==> src/rtl/eb_pkg.sv <==
package eb_pkg;
  localparam int WORD_W = 16;
  localparam logic [WORD_W-1:0] CRC_POLY = 16'h1021;
  localparam logic [WORD_W-1:0] CRC_SEED = 16'hFFFF;

  typedef enum logic [2:0] {
    S_IDLE, S_HDR0, S_HDR1, S_SRC, S_TRL0, S_TRL1
  } eb_state_e;

  // one full word folded into the CRC in a single step
  function automatic logic [WORD_W-1:0] crc_fold(input logic [WORD_W-1:0] c,
                                                 input logic [WORD_W-1:0] d);
    logic [WORD_W-1:0] r;
    logic fb;
    r = c;
    for (int b = WORD_W - 1; b >= 0; b--) begin
      fb = r[WORD_W-1] ^ d[b];
      r  = {r[WORD_W-2:0], 1'b0};
      if (fb) r = r ^ CRC_POLY;
    end
    return r;
  endfunction
endpackage

==> src/rtl/eb_evt_counter.sv <==
module eb_evt_counter #(
  parameter int EVN_W = 24
) (
  input  logic             clk,
  input  logic             rst_n,
  input  logic             clr,
  input  logic             inc,
  output logic [EVN_W-1:0] num
);
  always_ff @(posedge clk or negedge rst_n) begin
    if (!rst_n) num <= '0;
    else        num <= (clr ? '0 : num) + EVN_W'(inc);
  end
endmodule

==> src/rtl/eb_crc16.sv <==
module eb_crc16
  import eb_pkg::*;
(
  input  logic              clk,
  input  logic              rst_n,
  input  logic              init,
  input  logic              en,
  input  logic [WORD_W-1:0] data,
  output logic [WORD_W-1:0] crc
);
  always_ff @(posedge clk or negedge rst_n) begin
    if (!rst_n)    crc <= CRC_SEED;
    else if (init) crc <= CRC_SEED;
    else if (en)   crc <= crc_fold(crc, data);
  end
endmodule

==> src/rtl/eb_tmo.sv <==
module eb_tmo #(
  parameter int TMO_W = 16
) (
  input  logic             clk,
  input  logic             rst_n,
  input  logic             clear,
  input  logic             waiting,
  input  logic [TMO_W-1:0] limit,
  output logic             expire
);
  logic [TMO_W-1:0] cnt;

  assign expire = waiting &&
                  (({1'b0, cnt} + (TMO_W+1)'(1)) >= {1'b0, limit});

  always_ff @(posedge clk or negedge rst_n) begin
    if (!rst_n)                cnt <= '0;
    else if (clear || expire)  cnt <= '0;
    else if (waiting)          cnt <= cnt + TMO_W'(1);
  end
endmodule

==> src/rtl/eb_src_select.sv <==
module eb_src_select #(
  parameter int NUM_SRC = 7,
  parameter int DATA_W  = 16,
  parameter int IDX_W   = 3
) (
  input  logic [IDX_W-1:0]          idx,
  input  logic                      active,
  input  logic                      down_ready,
  input  logic [NUM_SRC-1:0]        src_valid,
  input  logic [NUM_SRC*DATA_W-1:0] src_data,
  input  logic [NUM_SRC-1:0]        src_last,
  output logic                      sel_valid,
  output logic [DATA_W-1:0]         sel_data,
  output logic                      sel_last,
  output logic [NUM_SRC-1:0]        src_ready
);
  logic [NUM_SRC-1:0] hit;

  for (genvar g = 0; g < NUM_SRC; g++) begin : g_lane
    assign hit[g]       = (idx == IDX_W'(g));
    assign src_ready[g] = active && down_ready && hit[g];
  end

  always_comb begin
    sel_valid = 1'b0;
    sel_last  = 1'b0;
    sel_data  = '0;
    for (int i = 0; i < NUM_SRC; i++) begin
      if (hit[i]) begin
        sel_valid = active && src_valid[i];
        sel_last  = src_last[i];
        sel_data  = src_data[i*DATA_W +: DATA_W];
      end
    end
  end
endmodule

==> src/rtl/event_builder.sv <==
module event_builder
  import eb_pkg::*;
#(
  parameter int NUM_SRC = 7,
  parameter int EVN_W   = 24,
  parameter int TMO_W   = 16
) (
  input  logic                      clk,
  input  logic                      rst_n,
  input  logic                      trig,
  input  logic                      cnt_clear,
  input  logic [NUM_SRC-1:0]        src_en,
  input  logic [TMO_W-1:0]          tmo_limit,
  input  logic [NUM_SRC-1:0]        src_valid,
  input  logic [NUM_SRC*WORD_W-1:0] src_data,
  input  logic [NUM_SRC-1:0]        src_last,
  output logic [NUM_SRC-1:0]        src_ready,
  output logic                      out_valid,
  output logic [WORD_W-1:0]         out_data,
  output logic                      out_last,
  input  logic                      out_ready,
  output logic                      busy
);
  localparam int IDX_W  = (NUM_SRC > 1) ? $clog2(NUM_SRC) : 1;
  localparam int HI_W   = EVN_W - WORD_W;
  localparam int HTAG_W = WORD_W - HI_W;
  localparam int TTAG_W = WORD_W - NUM_SRC;
  localparam logic [HTAG_W-1:0] HDR_TAG = HTAG_W'('hEB);
  localparam logic [TTAG_W-1:0] TRL_TAG = TTAG_W'('h1CE);
  localparam logic [IDX_W-1:0]  LAST_IDX = IDX_W'(NUM_SRC - 1);

  eb_state_e          st;
  logic [IDX_W-1:0]   idx;
  logic [NUM_SRC-1:0] miss;
  logic [EVN_W-1:0]   evn;
  logic [WORD_W-1:0]  crc;
  logic               accept, active, cur_en, xfer, expire, src_done;
  logic               sel_valid, sel_last, pay_phase;
  logic [WORD_W-1:0]  sel_data;

  assign accept    = trig && (st == S_IDLE);
  assign pay_phase = (st == S_SRC);
  assign cur_en    = src_en[idx];
  assign active    = pay_phase && cur_en;
  assign busy      = (st != S_IDLE);

  eb_evt_counter #(.EVN_W(EVN_W)) u_cnt (
    .clk(clk), .rst_n(rst_n), .clr(cnt_clear), .inc(accept), .num(evn)
  );

  eb_src_select #(.NUM_SRC(NUM_SRC), .DATA_W(WORD_W), .IDX_W(IDX_W)) u_sel (
    .idx(idx), .active(active), .down_ready(out_ready),
    .src_valid(src_valid), .src_data(src_data), .src_last(src_last),
    .sel_valid(sel_valid), .sel_data(sel_data), .sel_last(sel_last),
    .src_ready(src_ready)
  );

  eb_tmo #(.TMO_W(TMO_W)) u_tmo (
    .clk(clk), .rst_n(rst_n), .clear(!active || xfer),
    .waiting(active && !sel_valid), .limit(tmo_limit), .expire(expire)
  );

  eb_crc16 u_crc (
    .clk(clk), .rst_n(rst_n), .init(accept),
    .en(xfer && (st == S_HDR0 || st == S_HDR1 || st == S_SRC)),
    .data(out_data), .crc(crc)
  );

  always_comb begin
    out_valid = 1'b0;
    out_data  = '0;
    out_last  = 1'b0;
    case (st)
      S_HDR0: begin out_valid = 1'b1; out_data = {HDR_TAG, evn[EVN_W-1:WORD_W]}; end
      S_HDR1: begin out_valid = 1'b1; out_data = evn[WORD_W-1:0]; end
      S_SRC:  begin out_valid = sel_valid; out_data = sel_data; end
      S_TRL0: begin out_valid = 1'b1; out_data = {TRL_TAG, miss}; end
      S_TRL1: begin out_valid = 1'b1; out_data = crc; out_last = 1'b1; end
      default: ;
    endcase
  end

  assign xfer     = out_valid && out_ready;
  assign src_done = pay_phase && (!cur_en || (xfer && sel_last) || expire);

  always_ff @(posedge clk or negedge rst_n) begin
    if (!rst_n) begin
      st   <= S_IDLE;
      idx  <= '0;
      miss <= '0;
    end else begin
      case (st)
        S_IDLE: if (accept) begin
          st   <= S_HDR0;
          idx  <= '0;
          miss <= '0;
        end
        S_HDR0: if (xfer) st <= S_HDR1;
        S_HDR1: if (xfer) st <= S_SRC;
        S_SRC: if (src_done) begin
          if (expire) miss[idx] <= 1'b1;
          if (idx == LAST_IDX) st <= S_TRL0;
          else                 idx <= idx + IDX_W'(1);
        end
        S_TRL0: if (xfer) st <= S_TRL1;
        S_TRL1: if (xfer) st <= S_IDLE;
        default: st <= S_IDLE;
      endcase
    end
  end
endmodule

==> config.mk <==
export PLATFORM = sky130hd
export DESIGN_NAME = event_builder
export DESIGN_NICKNAME = d
export VERILOG_FILES = /design/src/rtl/eb_pkg.sv /design/src/rtl/eb_evt_counter.sv /design/src/rtl/eb_crc16.sv /design/src/rtl/eb_tmo.sv /design/src/rtl/eb_src_select.sv /design/src/rtl/event_builder.sv
export SDC_FILE = /design/constraint.sdc
export NUM_CORES = 1
export LEC_CHECK = 0
export ABC_AREA = 0
export BUFFER_PORTS_ARGS = -buffer_cell sky130_fd_sc_hd__clkbuf_2
export CORE_ASPECT_RATIO = 1.1
export CORE_MARGIN = 3
export CORE_UTILIZATION = 54
export CTS_BUF_LIST = sky130_fd_sc_hd__clkbuf_4 sky130_fd_sc_hd__clkbuf_8 sky130_fd_sc_hd__clkbuf_16
export CTS_CLUSTER_DIAMETER = 40
export DETAILED_ROUTE_END_ITERATION = 10
export GPL_ROUTABILITY_DRIVEN = 0
export PLACE_DENSITY = 0.93
export SYNTH_ARGS = -nofsm -noshare
export SYNTH_HDL_FRONTEND = slang
export SYNTH_SLANG_ARGS = --single-unit
==> constraint.sdc <==
create_clock -name clk -period 4.4 [get_ports clk]
set_input_delay 0.66 -clock clk [delete_from_list [all_inputs] [get_ports clk]]
set_output_delay 0.66 -clock clk [all_outputs]
set_load 0.01 [all_outputs]
==> impl_metrics.yaml <==
outcome:
  status: "finished, final reports clean"
floorplanning:
  start_util: 0.565
  core_area_sq_mm: 0.0112
  die_w_microns: 109
  fp-row-count: 40
  die_height_microns: 119
  io_pins: 180
  dieArea_sq_mm: 0.0130
clocking:
  cts_tree: "built"
  cts_resized: 0
  cts_buffers: 9
  max-clock-path-buffers: 2
  clock_sinks: 69
  clock_latency_ns: 0.34
  post-cts-setup-buffer-count: 0
  cts_hold_buffers: 0
  clk_pin_slew_ns: 0.06
  cts_root_buffer: "clkbuf_16"
  cts-htree-levels: 3
synthesis:
  synthAdderAreaFrac: 0.0476
  synth_edf_count: 0
  yosysSeqAreaShare: 0.277
  synth_flop_cell: "dfrtp_1"
  synth_compound_area_frac: 0.250
  syn_inst: 747
  synth_nets: 925
  synth_xor_area_frac: 0.125
  synthMuxAreaShare: 0.0210
  synth_cell_types: 90
  synth_simple_gate_area_frac: 0.220
  synth_area_sq_mm: 0.00630
  yosysWarnings: 0
  async_flop_share: 1.00
  synth_top_family_by_area: "compound AO/OA/AOI/OAI gates"
  yosys_register_bits: 69
  syn_area_per_cell_sq_um: 8.44
timing:
  skew_ns: 0.0107
  finalSetupViolations: 0
  setup_tns_ns: 0
  whs_ns: 0.496
  fmax_mhz: 253
  worst_pin_slew_ns: 0.889
  finalCriticalPeriod_ns: 3.96
  fin_crit_sh: 0.899
  slew_headroom: 0.407
  hold_violations: 0
  drv_slew: 0
  rsz0062_at_grt: "no"
route:
  drt_first_pass_iters: 6
  wl_per_cell_microns: 20.3
  drc: 0
  drt-initial-drc-count: 1078
  drt-vias-per-instance: 6.45
  num_vias: 6878
  drt_wl_total_mm: 21.6
  ant_nets: 0
final_layout:
  utilization: 0.684
  drive_above_1_share: 0.299
  syn_to_final_growth_pct: 21.2
  seq_area_sq_mm: 0.00175
  num-fill-cells: 850
  final_common_cell: "clkbuf_2"
  fin_area_sq_mm: 0.00764
  multi_input_area_sq_mm: 0.00420
  layout_common_cells: "179 x clkbuf_2, 63 x nand2_1, 54 x nor2_1, 53 x dfrtp_1, 46 x a21oi_1"
  antenna_cells: 0
  fin_nets: 1092
worst_setup_path:
  crit_slowest_cell: "xor3_2"
  crit_buf_inv: 2
  crit_top_cell: "xnor2_1"
  setup.worst_path.class: "reg -> reg"
  critPathMaxFanout: 31
  critical_path.max_stage_delay_ns: 0.56
  crit_path_end_kind: "flip-flop"
  crit_required_ns: 4.67
  arrival_ns: 4.22
  crit_chain: "inv_1 -> ha_1 -> buf_4 -> a21oi_1 -> o21ai_0 -> a221oi_1 -> o31ai_2 -> xor2_1 -> xnor2_1 -> xor3_2 -> xnor2_1 -> nor3b_1 -> nor3_2"
  cp-start-kind: "flip-flop"
  cp_top_family: "XOR/XNOR gates"
power_and_ir_drop:
  irDropWorstVdd_uv: 965
  power_density_mw_per_mm2: 1010
  p_leak_nw: 3.64
global_route:
  overflow: 0
  grt_pass1_wl_mm: 33.5
  antenna_found_initial: 0
  grt_pass1_vias: 6569
  grt_max_degree: 70
  grtUsageTotal: 0.327
flow_run:
  drv_cap: 0
placement:
  place_area_sq_mm: 0.00734
  io_buffers: 179
  dp_hpwl_mm: 16.4
worst_hold_path:
  worstHoldPathType: "reg -> reg"
[final timing paths]
check | depth (start not counted) | startpoint | endpoint | slack (ns)
setup / recovery | 13 | idx[0] | u_crc.crc[12] | 0.44
hold / removal | 1 | miss[5] | miss[5] | 0.50
setup reg to reg | 13 | idx[0] | u_crc.crc[12] | 0.44
hold reg to reg | 1 | miss[5] | miss[5] | 0.50
max in group asynchronous | 2 | rst_n | u_cnt.num[12] | 3.30
min in group asynchronous | 2 | rst_n | u_cnt.num[15] | 0.53
[stage by stage]
stage	setup WS (ns)	std cells	total power [mW]
2_1_floorplan	0.856	747	5.59
3_3_place_gp	0.748	1050	6.66
3_5_place_dp	0.601	1050	6.79
4_1_cts	0.541	1066	7.61
5_1_grt	0.145	1066	8.16
6_report	0.444	1066	7.75
[logic make-up (layout without fill, tap and decap cells)]
kind of cell,Yosys count,after routing
compound gates,223,223
mux,11,11
simple gates,264,264
fa+ha+maj,24,24
buf+inv,81,253
flops,69,69
xor+xnor,75,75
[registers in the layout, indices dropped and copies added, names as in the netlist]
| name | flops |
|---|---|
| u_cnt.num | 24 |
| u_tmo.cnt | 16 |
| idx | 3 |
| u_crc.crc | 16 |
| st | 3 |
| miss | 7 |
[final cells by class]
type                            instances  area share
Clock buffer                           11      0.0314
Timing Repair Buffer                  205       0.143
Clock inverter                          5     0.00786
Tap cell                              147      0.0241
Inverter                               32      0.0157
Multi-Input combinational cell        597       0.549
Sequential cell                        69       0.229
[Yosys cell counts (all sizes together), types with 15 or more instances]
library cell,n,area (sq um)
ha,24,300
xnor2,37,354
o21ai,45,229
a21oi,46,230
dfrtp,53,1330
buf,28,171
nor3,15,85.1
dfstp,16,420
nor2b,19,119
nand2,63,236
nor2,56,220
nand3,27,135
xor2,31,272
inv,30,113
clkbuf,21,78.8
[per-layer routing]
layer  part of all wire  vias up  track usage
met3               0.11      104       0.0791
met4              0.058        0        0.185
met1               0.37     3200        0.404
met5                  0        -            0
li1                   -     3081            -
met2               0.46      493        0.516
[power by group]
part / total [mW] / switching, mW / internal, mW
Clock: 0.741 / 0.287 / 0.453
Combinational: 6.04 / 3.28 / 2.75
Sequential: 0.969 / 0.152 / 0.817
Power figures use the tool's default switching activity.
